$ cat config.mk
export PLATFORM = sky130hd
export DESIGN_NAME = lpt_prescale_filter
export DESIGN_NICKNAME = d
export VERILOG_FILES = /design/src/rtl/lpt_pkg.sv /design/src/rtl/lpt_cfg_hold.sv /design/src/rtl/lpt_tick_sel.sv /design/src/rtl/lpt_term_dec.sv /design/src/rtl/lpt_prescale_filter.sv
export SDC_FILE = /design/constraint.sdc
export NUM_CORES = 1
export LEC_CHECK = 0
export CELL_PAD_IN_SITES_DETAIL_PLACEMENT = 0
export CELL_PAD_IN_SITES_GLOBAL_PLACEMENT = 1
export CORE_AREA = 2 2 83 85
export DETAILED_ROUTE_END_ITERATION = 10
export DIE_AREA = 0 0 85 87
export PLACE_DENSITY = 0.71
export SLEW_MARGIN = 20
export SYNTH_ARGS = -nofsm -noshare
export SYNTH_HDL_FRONTEND = slang
export SYNTH_SLANG_ARGS = --single-unit
$ cat constraint.sdc
create_clock -name clk -period 6.95 [get_ports clk]
set_clock_uncertainty 0.15 [all_clocks]
set_input_delay 1.0425 -clock clk [delete_from_list [all_inputs] [get_ports clk]]
set_output_delay 1.0425 -clock clk [all_outputs]
set_load 0.02 [all_outputs]
$ cat src/rtl/lpt_pkg.sv
package lpt_pkg;
    localparam int CODE_W = 4;
    localparam int CNT_W  = 1 << CODE_W;

    typedef enum logic [2:0] {
        ST_OFF,
        ST_DIVIDE,
        ST_BYPASS,
        ST_WATCH,
        ST_QUALIFY
    } lpt_state_e;

    localparam logic MODE_TIME  = 1'b0;
    localparam logic MODE_PULSE = 1'b1;
endpackage

$ cat src/rtl/lpt_cfg_hold.sv
module lpt_cfg_hold #(
    parameter int W = 8
) (
    input  logic         clk,
    input  logic         rst_n,
    input  logic         enable,
    input  logic [W-1:0] cfg_in,
    output logic [W-1:0] cfg_q
);
    // Capture while stopped, freeze while running.
    always_ff @(posedge clk or negedge rst_n) begin
        if (!rst_n)
            cfg_q <= '0;
        else if (!enable)
            cfg_q <= cfg_in;
    end
endmodule

$ cat src/rtl/lpt_tick_sel.sv
module lpt_tick_sel #(
    parameter int N_SRC = 4,
    localparam int SEL_W = (N_SRC > 1) ? $clog2(N_SRC) : 1
) (
    input  logic [N_SRC-1:0] src_tick,
    input  logic [SEL_W-1:0] sel,
    output logic             tick
);
    always_comb begin
        tick = 1'b0;
        for (int i = 0; i < N_SRC; i++)
            if (SEL_W'(i) == sel)
                tick = src_tick[i];
    end
endmodule

$ cat src/rtl/lpt_term_dec.sv
module lpt_term_dec
    import lpt_pkg::*;
(
    input  logic              mode,
    input  logic [CODE_W-1:0] code,
    output logic [CNT_W-1:0]  term
);
    logic [CODE_W:0] shift;
    logic [CNT_W:0]  span;

    // Terminal count = (number of ticks per event) - 1.
    always_comb begin
        if (mode == MODE_TIME)
            shift = {1'b0, code} + 1'b1;
        else if (code == '0)
            shift = 1;
        else
            shift = {1'b0, code};
        span = (CNT_W+1)'(1) << shift;
        term = CNT_W'(span - 1'b1);
    end
endmodule

$ cat src/rtl/lpt_prescale_filter.sv
module lpt_prescale_filter
    import lpt_pkg::*;
#(
    parameter int N_SRC = 4,
    localparam int SEL_W = (N_SRC > 1) ? $clog2(N_SRC) : 1,
    localparam int CFG_W = 1 + CODE_W + 1 + SEL_W
) (
    input  logic              clk,
    input  logic              rst_n,
    input  logic              enable,
    input  logic              mode,
    input  logic [CODE_W-1:0] prescale,
    input  logic              bypass,
    input  logic [SEL_W-1:0]  clk_sel,
    input  logic [N_SRC-1:0]  src_tick,
    input  logic              pin_in,
    output logic              cnt_inc
);
    logic [CFG_W-1:0]  cfg_q;
    logic              cfg_mode_q;
    logic [CODE_W-1:0] cfg_code_q;
    logic              cfg_byp_q;
    logic [SEL_W-1:0]  cfg_sel_q;
    logic              tick_sel;
    logic [CNT_W-1:0]  term;

    lpt_state_e        state_q, state_nx;
    logic [CNT_W-1:0]  cnt_q, cnt_nx;
    logic              acc_q, acc_nx;
    logic              fire;

    lpt_cfg_hold #(.W(CFG_W)) u_cfg (
        .clk    (clk),
        .rst_n  (rst_n),
        .enable (enable),
        .cfg_in ({mode, prescale, bypass, clk_sel}),
        .cfg_q  (cfg_q)
    );

    assign {cfg_mode_q, cfg_code_q, cfg_byp_q, cfg_sel_q} = cfg_q;

    lpt_tick_sel #(.N_SRC(N_SRC)) u_sel (
        .src_tick (src_tick),
        .sel      (cfg_sel_q),
        .tick     (tick_sel)
    );

    lpt_term_dec u_term (
        .mode (cfg_mode_q),
        .code (cfg_code_q),
        .term (term)
    );

    // State register
    always_ff @(posedge clk or negedge rst_n) begin
        if (!rst_n)
            state_q <= ST_OFF;
        else
            state_q <= state_nx;
    end

    // Datapath registers: tick count and accepted pin level
    always_ff @(posedge clk or negedge rst_n) begin
        if (!rst_n) begin
            cnt_q <= '0;
            acc_q <= 1'b0;
        end else begin
            cnt_q <= cnt_nx;
            acc_q <= acc_nx;
        end
    end

    // Next state and event decision
    always_comb begin
        state_nx = state_q;
        cnt_nx   = cnt_q;
        acc_nx   = acc_q;
        fire     = 1'b0;
        if (!enable) begin
            state_nx = ST_OFF;
            cnt_nx   = '0;
            acc_nx   = pin_in;
        end else begin
            unique case (state_q)
                ST_OFF: begin
                    cnt_nx = '0;
                    acc_nx = pin_in;
                    if (cfg_byp_q)
                        state_nx = ST_BYPASS;
                    else if (cfg_mode_q == MODE_TIME)
                        state_nx = ST_DIVIDE;
                    else
                        state_nx = ST_WATCH;
                end
                ST_DIVIDE: begin
                    if (tick_sel) begin
                        if (cnt_q == term) begin
                            cnt_nx = '0;
                            fire   = 1'b1;
                        end else begin
                            cnt_nx = cnt_q + 1'b1;
                        end
                    end
                end
                ST_BYPASS: begin
                    acc_nx = pin_in;
                    if (cfg_mode_q == MODE_TIME)
                        fire = tick_sel;
                    else
                        fire = pin_in & ~acc_q;
                end
                ST_WATCH: begin
                    if (pin_in != acc_q) begin
                        state_nx = ST_QUALIFY;
                        cnt_nx   = tick_sel ? CNT_W'(1) : '0;
                    end
                end
                ST_QUALIFY: begin
                    if (pin_in == acc_q) begin
                        state_nx = ST_WATCH;
                        cnt_nx   = '0;
                    end else if (tick_sel) begin
                        if (cnt_q == term) begin
                            state_nx = ST_WATCH;
                            cnt_nx   = '0;
                            acc_nx   = pin_in;
                            fire     = pin_in;
                        end else begin
                            cnt_nx = cnt_q + 1'b1;
                        end
                    end
                end
                default: state_nx = ST_OFF;
            endcase
        end
    end

    // Output register
    always_ff @(posedge clk or negedge rst_n) begin
        if (!rst_n)
            cnt_inc <= 1'b0;
        else
            cnt_inc <= fire;
    end
endmodule

# After elaboration in Yosys (flattened, before gate mapping)
# Index checks and enable logic that the tools add are counted.
# Widths: inputs -> output; s select.
# totals
ff_bits	29
latch_bits	0
mem_bits_rw	0
mem_bits_ro	0
inputBits	16
mem_count	0
# op_classes
n_addsub	3
n_mul	0
div	0
n_lt_le_gt_ge	0
eq_ne	19
shift	1
n_mux	34
bitwise_logic	2
reduce_logical	8
# op_table
cell	n
$mux 16	5
$pmux 16 s4	1
$add 16x1->16 const B	1
$eq 16x16->1	1
$mux 1	16
$shl 1x5->16 const A	1
$sub 16x1->16 const B	1
$mux 3	5
$ne 3x3->1 const B	4
$pmux 3 s4	1
$ne 4x4->1 const B	2
$reduce_and 4->1	2
$eq 3x2->1 const B	2
$add 4x1->5 const B	1
$mux 5	1
$ne 5x1->1 const B	1
$eq 2x2->1 const A	2
$logic_not 4->1	1
$mux 2	2
$mux 4	1
$reduce_or 2->1	2
$eq 3x1->1 const B	1
$eq 3x3->1 const B	1
$logic_not 3->1	1
other kinds (11)	11

# Logic depth before layout (Yosys ltp)
# depth
word_depth	11
ltp_mapped	19

# By module
# A second synthesis with hierarchy kept.
# unflattened
hier_cells	270
area_unflattened_um2	2349.8
# by_module_without_submodules
module	n_inst	cells_per_inst	area_per_inst_um2
lpt_prescale_filter	1	181	1562.7
lpt_term_dec	1	71	432.9
lpt_cfg_hold	1	17	331.6
lpt_tick_sel	1	1	22.5

# Worst setup path before layout
# Ideal clock, no wire load.
# synth_path
kind	reg-to-reg
from	register u_cfg.cfg_q[4]
to	register state_q[2]
setup_ns	0.127
arrival_time_ns	3.295
required_time_ns	6.673
setup_slack_ns	3.378
stages_incl_launch_ff	17
n_path_buf	2
synth_period_minus_slack_ns	3.572
path_cell_list	dfrtp_1 -> ha_1 -> nand2b_1 -> clkbuf_2 -> nor4b_1 -> or2_2 -> nand3_1 -> ha_1 -> xor2_1 -> or3_1 -> o211ai_1 -> o2111ai_1 -> nor2_1 -> nand4_2 -> buf_2 -> a22oi_1 -> nor3_1
# synth_via
elab_chain_cells	8
# synth_lines
item	line_no	text
start: declaration	lpt_cfg_hold.sv:8	output logic [W-1:0] cfg_q
start signal: assignment	lpt_cfg_hold.sv:15	cfg_q <= cfg_in;
parallel branches: the longest is 2 deep, another holds $add 4x1->5	--	
$mux 5 (*)	lpt_term_dec.sv:13	if (mode == MODE_TIME)
$shl 1x5->16 (*)	lpt_term_dec.sv:19	span = (CNT_W+1)'(1) << shift;
$sub 16x1->16 (*)	lpt_term_dec.sv:20	term = CNT_W'(span - 1'b1);
$eq 16x16->1 (*)	lpt_prescale_filter.sv:123	if (cnt_q == term) begin
$ne 4x4->1 (no line) (*)	--	
$reduce_and 4->1 (no line) (*)	--	
end signal: assignment	lpt_prescale_filter.sv:59	state_q <= state_nx;
end: declaration	lpt_prescale_filter.sv:27	lpt_state_e state_q, state_nx;
# Mark *: on every way between the ends.
# A chain may end at the register's enable or synchronous reset.

# Worst setup path in the final report
# layout_path
from	register u_cfg.cfg_q[3]
to	register cnt_q[13]
# layout_via
elab_chain_cells	11
# layout_lines
item	line_no	text
parallel branches: the longest is 2 deep, another holds $add 4x1->5	--	
$mux 5 (*)	lpt_term_dec.sv:13	
$shl 1x5->16 (*)	lpt_term_dec.sv:19	
$sub 16x1->16 (*)	lpt_term_dec.sv:20	
$eq 16x16->1 (*)	lpt_prescale_filter.sv:97, lpt_prescale_filter.sv:123	
$mux 16 (*)	lpt_prescale_filter.sv:97, lpt_prescale_filter.sv:123	
$mux 16 (*)	lpt_prescale_filter.sv:96	if (tick_sel) begin
$mux 16	lpt_prescale_filter.sv:119	if (pin_in == acc_q) begin
$pmux 16 s4 (*)	lpt_prescale_filter.sv:84	unique case (state_q)
$mux 16 (*)	lpt_prescale_filter.sv:79	if (!enable) begin
end signal: assignment	lpt_prescale_filter.sv:68	cnt_q <= cnt_nx;
end: declaration	lpt_prescale_filter.sv:28	logic [CNT_W-1:0] cnt_q, cnt_nx;
# Marked as above.

==> results.md <==
- In this run, the number of DRC markers left after iteration 0 of detailed routing was 162.
- The average size of a mapped cell is 8.112 sq um.
- The worst setup path is of the flip-flop to flip-flop kind.
- In this run the worst hold path is classified as flip-flop to flip-flop.
- The maximum vdd ir drop is 0.0001005 V.
- The highest fanout seen on the critical path is 16.
- The total cell area at the placement stage is 0.002663 sq mm.
- Subtracting the final worst setup slack from the clock period gives 4572 ps.
- The repair_antennas step left the layout with diodes totalling 0.
- At the end of routability-driven placement, the weighted congestion stood at 0.7919.
- The worst reg-to-reg path cell count is 14.
- The top flip-flop cell by instance count after synthesis is dfrtp_1.
- Buffers added to address setup during post-CTS repair amount to 0.
- The total detailed-routing wirelength is 6425 um.
- The count of buffering cells on the critical path with inverters included is 0.
- The synthesized netlist net count is 327.
- Detailed placement finished with a half-perimeter wire length of 4645 um.
- The transition time at the pin with the least slew margin is 1024 ps.
- The number of search-and-repair iterations in the first detailed-routing pass is 4.
- The endpoint type of the worst setup path is a flip-flop.
- The launch point of the worst reg-to-reg path is u_cfg.cfg_q[3]$_DFFE_PN0N_.
- Traced cell by cell, the critical path runs through ha_1 > nand2b_1 > nor4b_1 > or2_2 > nand3_1 > ha_1 > xor2_1 > or3_1 > o211ai_1 > o2111ai_1 > nor2_1 > nand4_2 > nand2_2 > o311ai_1.
- The die is 87 um tall.
- The cell count after synthesis came out at 306.
- The initial antenna violation count is 0.
- The detailed router placed 2,299 vias in this run.
- The via count of the first global-routing pass is 2,140.
- Input and output buffers added on the ports amount to 16.
- The fraction of layout cells with a size suffix above 1 is 9.003%.
- Timing would allow up to 218.7 MHz.
- The final number of hold-violating endpoints is 0.
- The first global-routing pass estimated 10,740 um of wire.
- The max-slew violation total from the final report is 0.
- Setup repair after global routing left no endpoint under its margin.
- The count of clock tree sinks is 29.
- The global routing stage identified its most utilized layer as met2.
- The maximum clock insertion buffer count is 2.
- The library cells used most frequently in the layout, excluding fill and tap cells, are nand2_1 (33), dfrtp_1 (29), nand3_1 (22).
- The final cycle utilization of the critical path is 65.79%.
- For this run, global-route usage on met2 was measured as 30.40%.
- The total of endpoints with negative setup slack in the final report is 0.
- The setup slack of the worst register-to-register path is 2380 ps.
- The die is 85 um wide.
- The residual overflow from global routing is 0.
- In this run the number of cells on the critical path is 14.
- The cell that appears most often on the critical path is ha_1.
- The initial utilization of the core area, before any placement, comes to 37.79%.
- The finished cells cover 0.002745 sq mm.
- The number of hold buffers added after CTS was 0.
- The largest individual stage delay along the critical path comes from the cell nor4b_1.
- For this run, design rule violations remaining after detail routing come to 0.
- The max-cap check violation count is 0.
- The termination of the worst setup path is cnt_q[13]$_DFFE_PN0P_.
- The post-CTS resize count is 0.
- The met3 layer usage reported by global route is 3.507%.
- The data required time of the worst path is 6950 ps.
- In this run, synthesis inferred 0 flip-flops with an integrated enable.
- The relative slew slack is 31.45%.
- CTS placed an instance of clkbuf_8 at the clock tree root.
- The number of top-level design ports is 17.
- Including well taps, the total number of placed cells is 383.
- Dividing total power by cell area gives a power density of 198.6 mW/mm^2.
- The leakage power figure is 1.047 nW.
- In the final timing run, aggregate negative setup slack is 0 ps.
- Global routing consumed, over all layers together, 18.22% of the routing resources.
- The total CTS buffers is 5.
- Row generation in the floorplan step produced 30 rows.
- The stage delay of the slowest cell on the critical path is 550 ps.
- The leading cell type in the layout, fill and taps excluded is nand2_1.
- The final layout contains 331 nets.
- In this run the cell area of the synthesized design comes to 0.002482 sq mm.
- The share of synthesized registers carrying an async set or reset is 100.0%.
- The largest area contributor in the synthesized netlist is dfrtp_1.
- The portion of the post-synthesis area used by sequential elements is 29.23%.
- The largest net degree at the start of global routing is 30.
- The non-filler instance count after layout is 391.
- The detail route stage leaves a number of antenna-violating nets equal to 0.
- The flow ran to the end, and the final reports show no timing, DRC or antenna violations.
- The share of the synthesized area in the top cell type is 29.23%.
- The total of warnings raised by yosys is 0.
- The maximum level of the CTS H-tree is 2.
- The core region area is 0.006569 sq mm.
- At the later pin of the worst-skew pair, clock insertion delay measures 280 ps.
- TritonCTS built the clock tree.
- After synthesis, the netlist uses 62 different library cells.
- The endpoint identified for the worst register-to-register timing path is cnt_q[13]$_DFFE_PN0P_.
- The number of storage elements in the synthesis netlist is 29.
- Across all hold checks on the routed design, the worst slack comes to 380.8 ps.
- The average routed wire per standard cell is 16.43 um.
- The met1 track utilization from global routing is 23.85%.
- The first element of the critical path is u_cfg.cfg_q[3]$_DFFE_PN0N_.
- By area the synthesized netlist is led by dfrtp_1 (29%), nand2_1 (5.0%), nand3_1 (4.4%), mux2_2 (4.1%), nor2_1 (3.0%).
- The area growth from synthesis to layout is 10.58%.
- After clock tree synthesis, the clock-pin slew on the worst setup and hold paths is 60 ps.
- The full die area is 0.007395 sq mm.
- For the worst setup path, the data arrival time is 4570 ps.
- The via count normalized by instance count is 5.880.
- The category of the worst setup path launch point is a flip-flop.
- The gate family responsible for the most delay along the worst path is simple AND/OR/NAND/NOR gates.
[synthesized netlist by cell type, drive strengths merged (3+ instances only)]
| cell | n |
|---|---|
| nand3 | 22 |
| nand2 | 34 |
| buf | 11 |
| dfrtp | 29 |
| clkbuf | 11 |
| ha | 5 |
| or2 | 3 |
| nor3 | 5 |
| xor2 | 5 |
| nor2 | 20 |
| inv | 14 |
| o311ai | 7 |
| o221ai | 4 |
| xnor2 | 8 |
| nor4b | 4 |
| o22ai | 4 |
| a21o | 3 |
| nand4b | 3 |
| mux2i | 4 |
| o21ai | 17 |
| mux2 | 10 |
| a211o | 3 |
| and3 | 5 |
| o211ai | 6 |
| o31ai | 3 |
| a21oi | 11 |
| a31oi | 4 |
| or3 | 3 |
| nand2b | 6 |
| nand4 | 12 |
[stage by stage]
| step | utilization [%] | total power [mW] | worst slack, ps |
|---|---|---|---|
| floorplan | - | 0.3584 | 3378 |
| global placement | 40.53 | 0.4117 | 2496 |
| detailed placement | 40.53 | 0.4118 | 2381 |
| CTS | 41.79 | 0.5524 | 2360 |
| global route | 41.79 | 0.5844 | 1872 |
| finish | 41.79 | 0.5453 | 2378 |
[sequential cells by signal (all words and copies together), names as in the netlist]
signal,flops
cnt_inc,1
state_q,3
acc_q,1
cnt_q,16
u_cfg.cfg_q,8
[per-layer routing]
metal  vias up  wire length, um
met4         0               63
met3         6              206
li1       1147                -
met5         -                0
met1      1101             3066
met2        45             3089
[cells by family after synthesis]
logic type	after synthesis	share of synthesized area, %
buf+inv	36	6.250
fa+ha+maj	5	2.520
mux	15	7.208
simple gates	128	27.62
flops	29	29.23
xor+xnor	13	4.587
compound gates	80	22.58
[layout make-up]
| type | count | area, sq um |
|---|---|---|
| fillers | 668 | 3824 |
| multi-input cells | 241 | 1602 |
| well taps | 80 | 100.1 |
| flip-flops and latches | 29 | 725.7 |
| repair buffers | 19 | 182.7 |
| clock inverters | 2 | 10.01 |
| inverters | 14 | 52.55 |
| clock buffers | 6 | 72.57 |
[how the worst min path moves through the flow]
stage                                     from                    endpoint  slack [ps]  cells past startpoint
CTS                 u_cfg.cfg_q[1]$_DFFE_PN0N_  u_cfg.cfg_q[1]$_DFFE_PN0N_         380                      1
detailed placement  u_cfg.cfg_q[1]$_DFFE_PN0N_  u_cfg.cfg_q[1]$_DFFE_PN0N_         360                      1
global route        u_cfg.cfg_q[1]$_DFFE_PN0N_  u_cfg.cfg_q[1]$_DFFE_PN0N_         400                      1
finish              u_cfg.cfg_q[1]$_DFFE_PN0N_  u_cfg.cfg_q[1]$_DFFE_PN0N_         380                      1
floorplan           u_cfg.cfg_q[1]$_DFFE_PN0N_  u_cfg.cfg_q[1]$_DFFE_PN0N_         340                      1
global placement    u_cfg.cfg_q[1]$_DFFE_PN0N_  u_cfg.cfg_q[1]$_DFFE_PN0N_         360                      1
[where the power goes]
| part | internal (mW) | switching [mW] |
|---|---|---|
| logic | 0.0806 | 0.123 |
| registers | 0.181 | 0.0250 |
| clock network | 0.0693 | 0.0660 |
| total | 0.331 | 0.214 |
(Power assumes the default switching activity.)
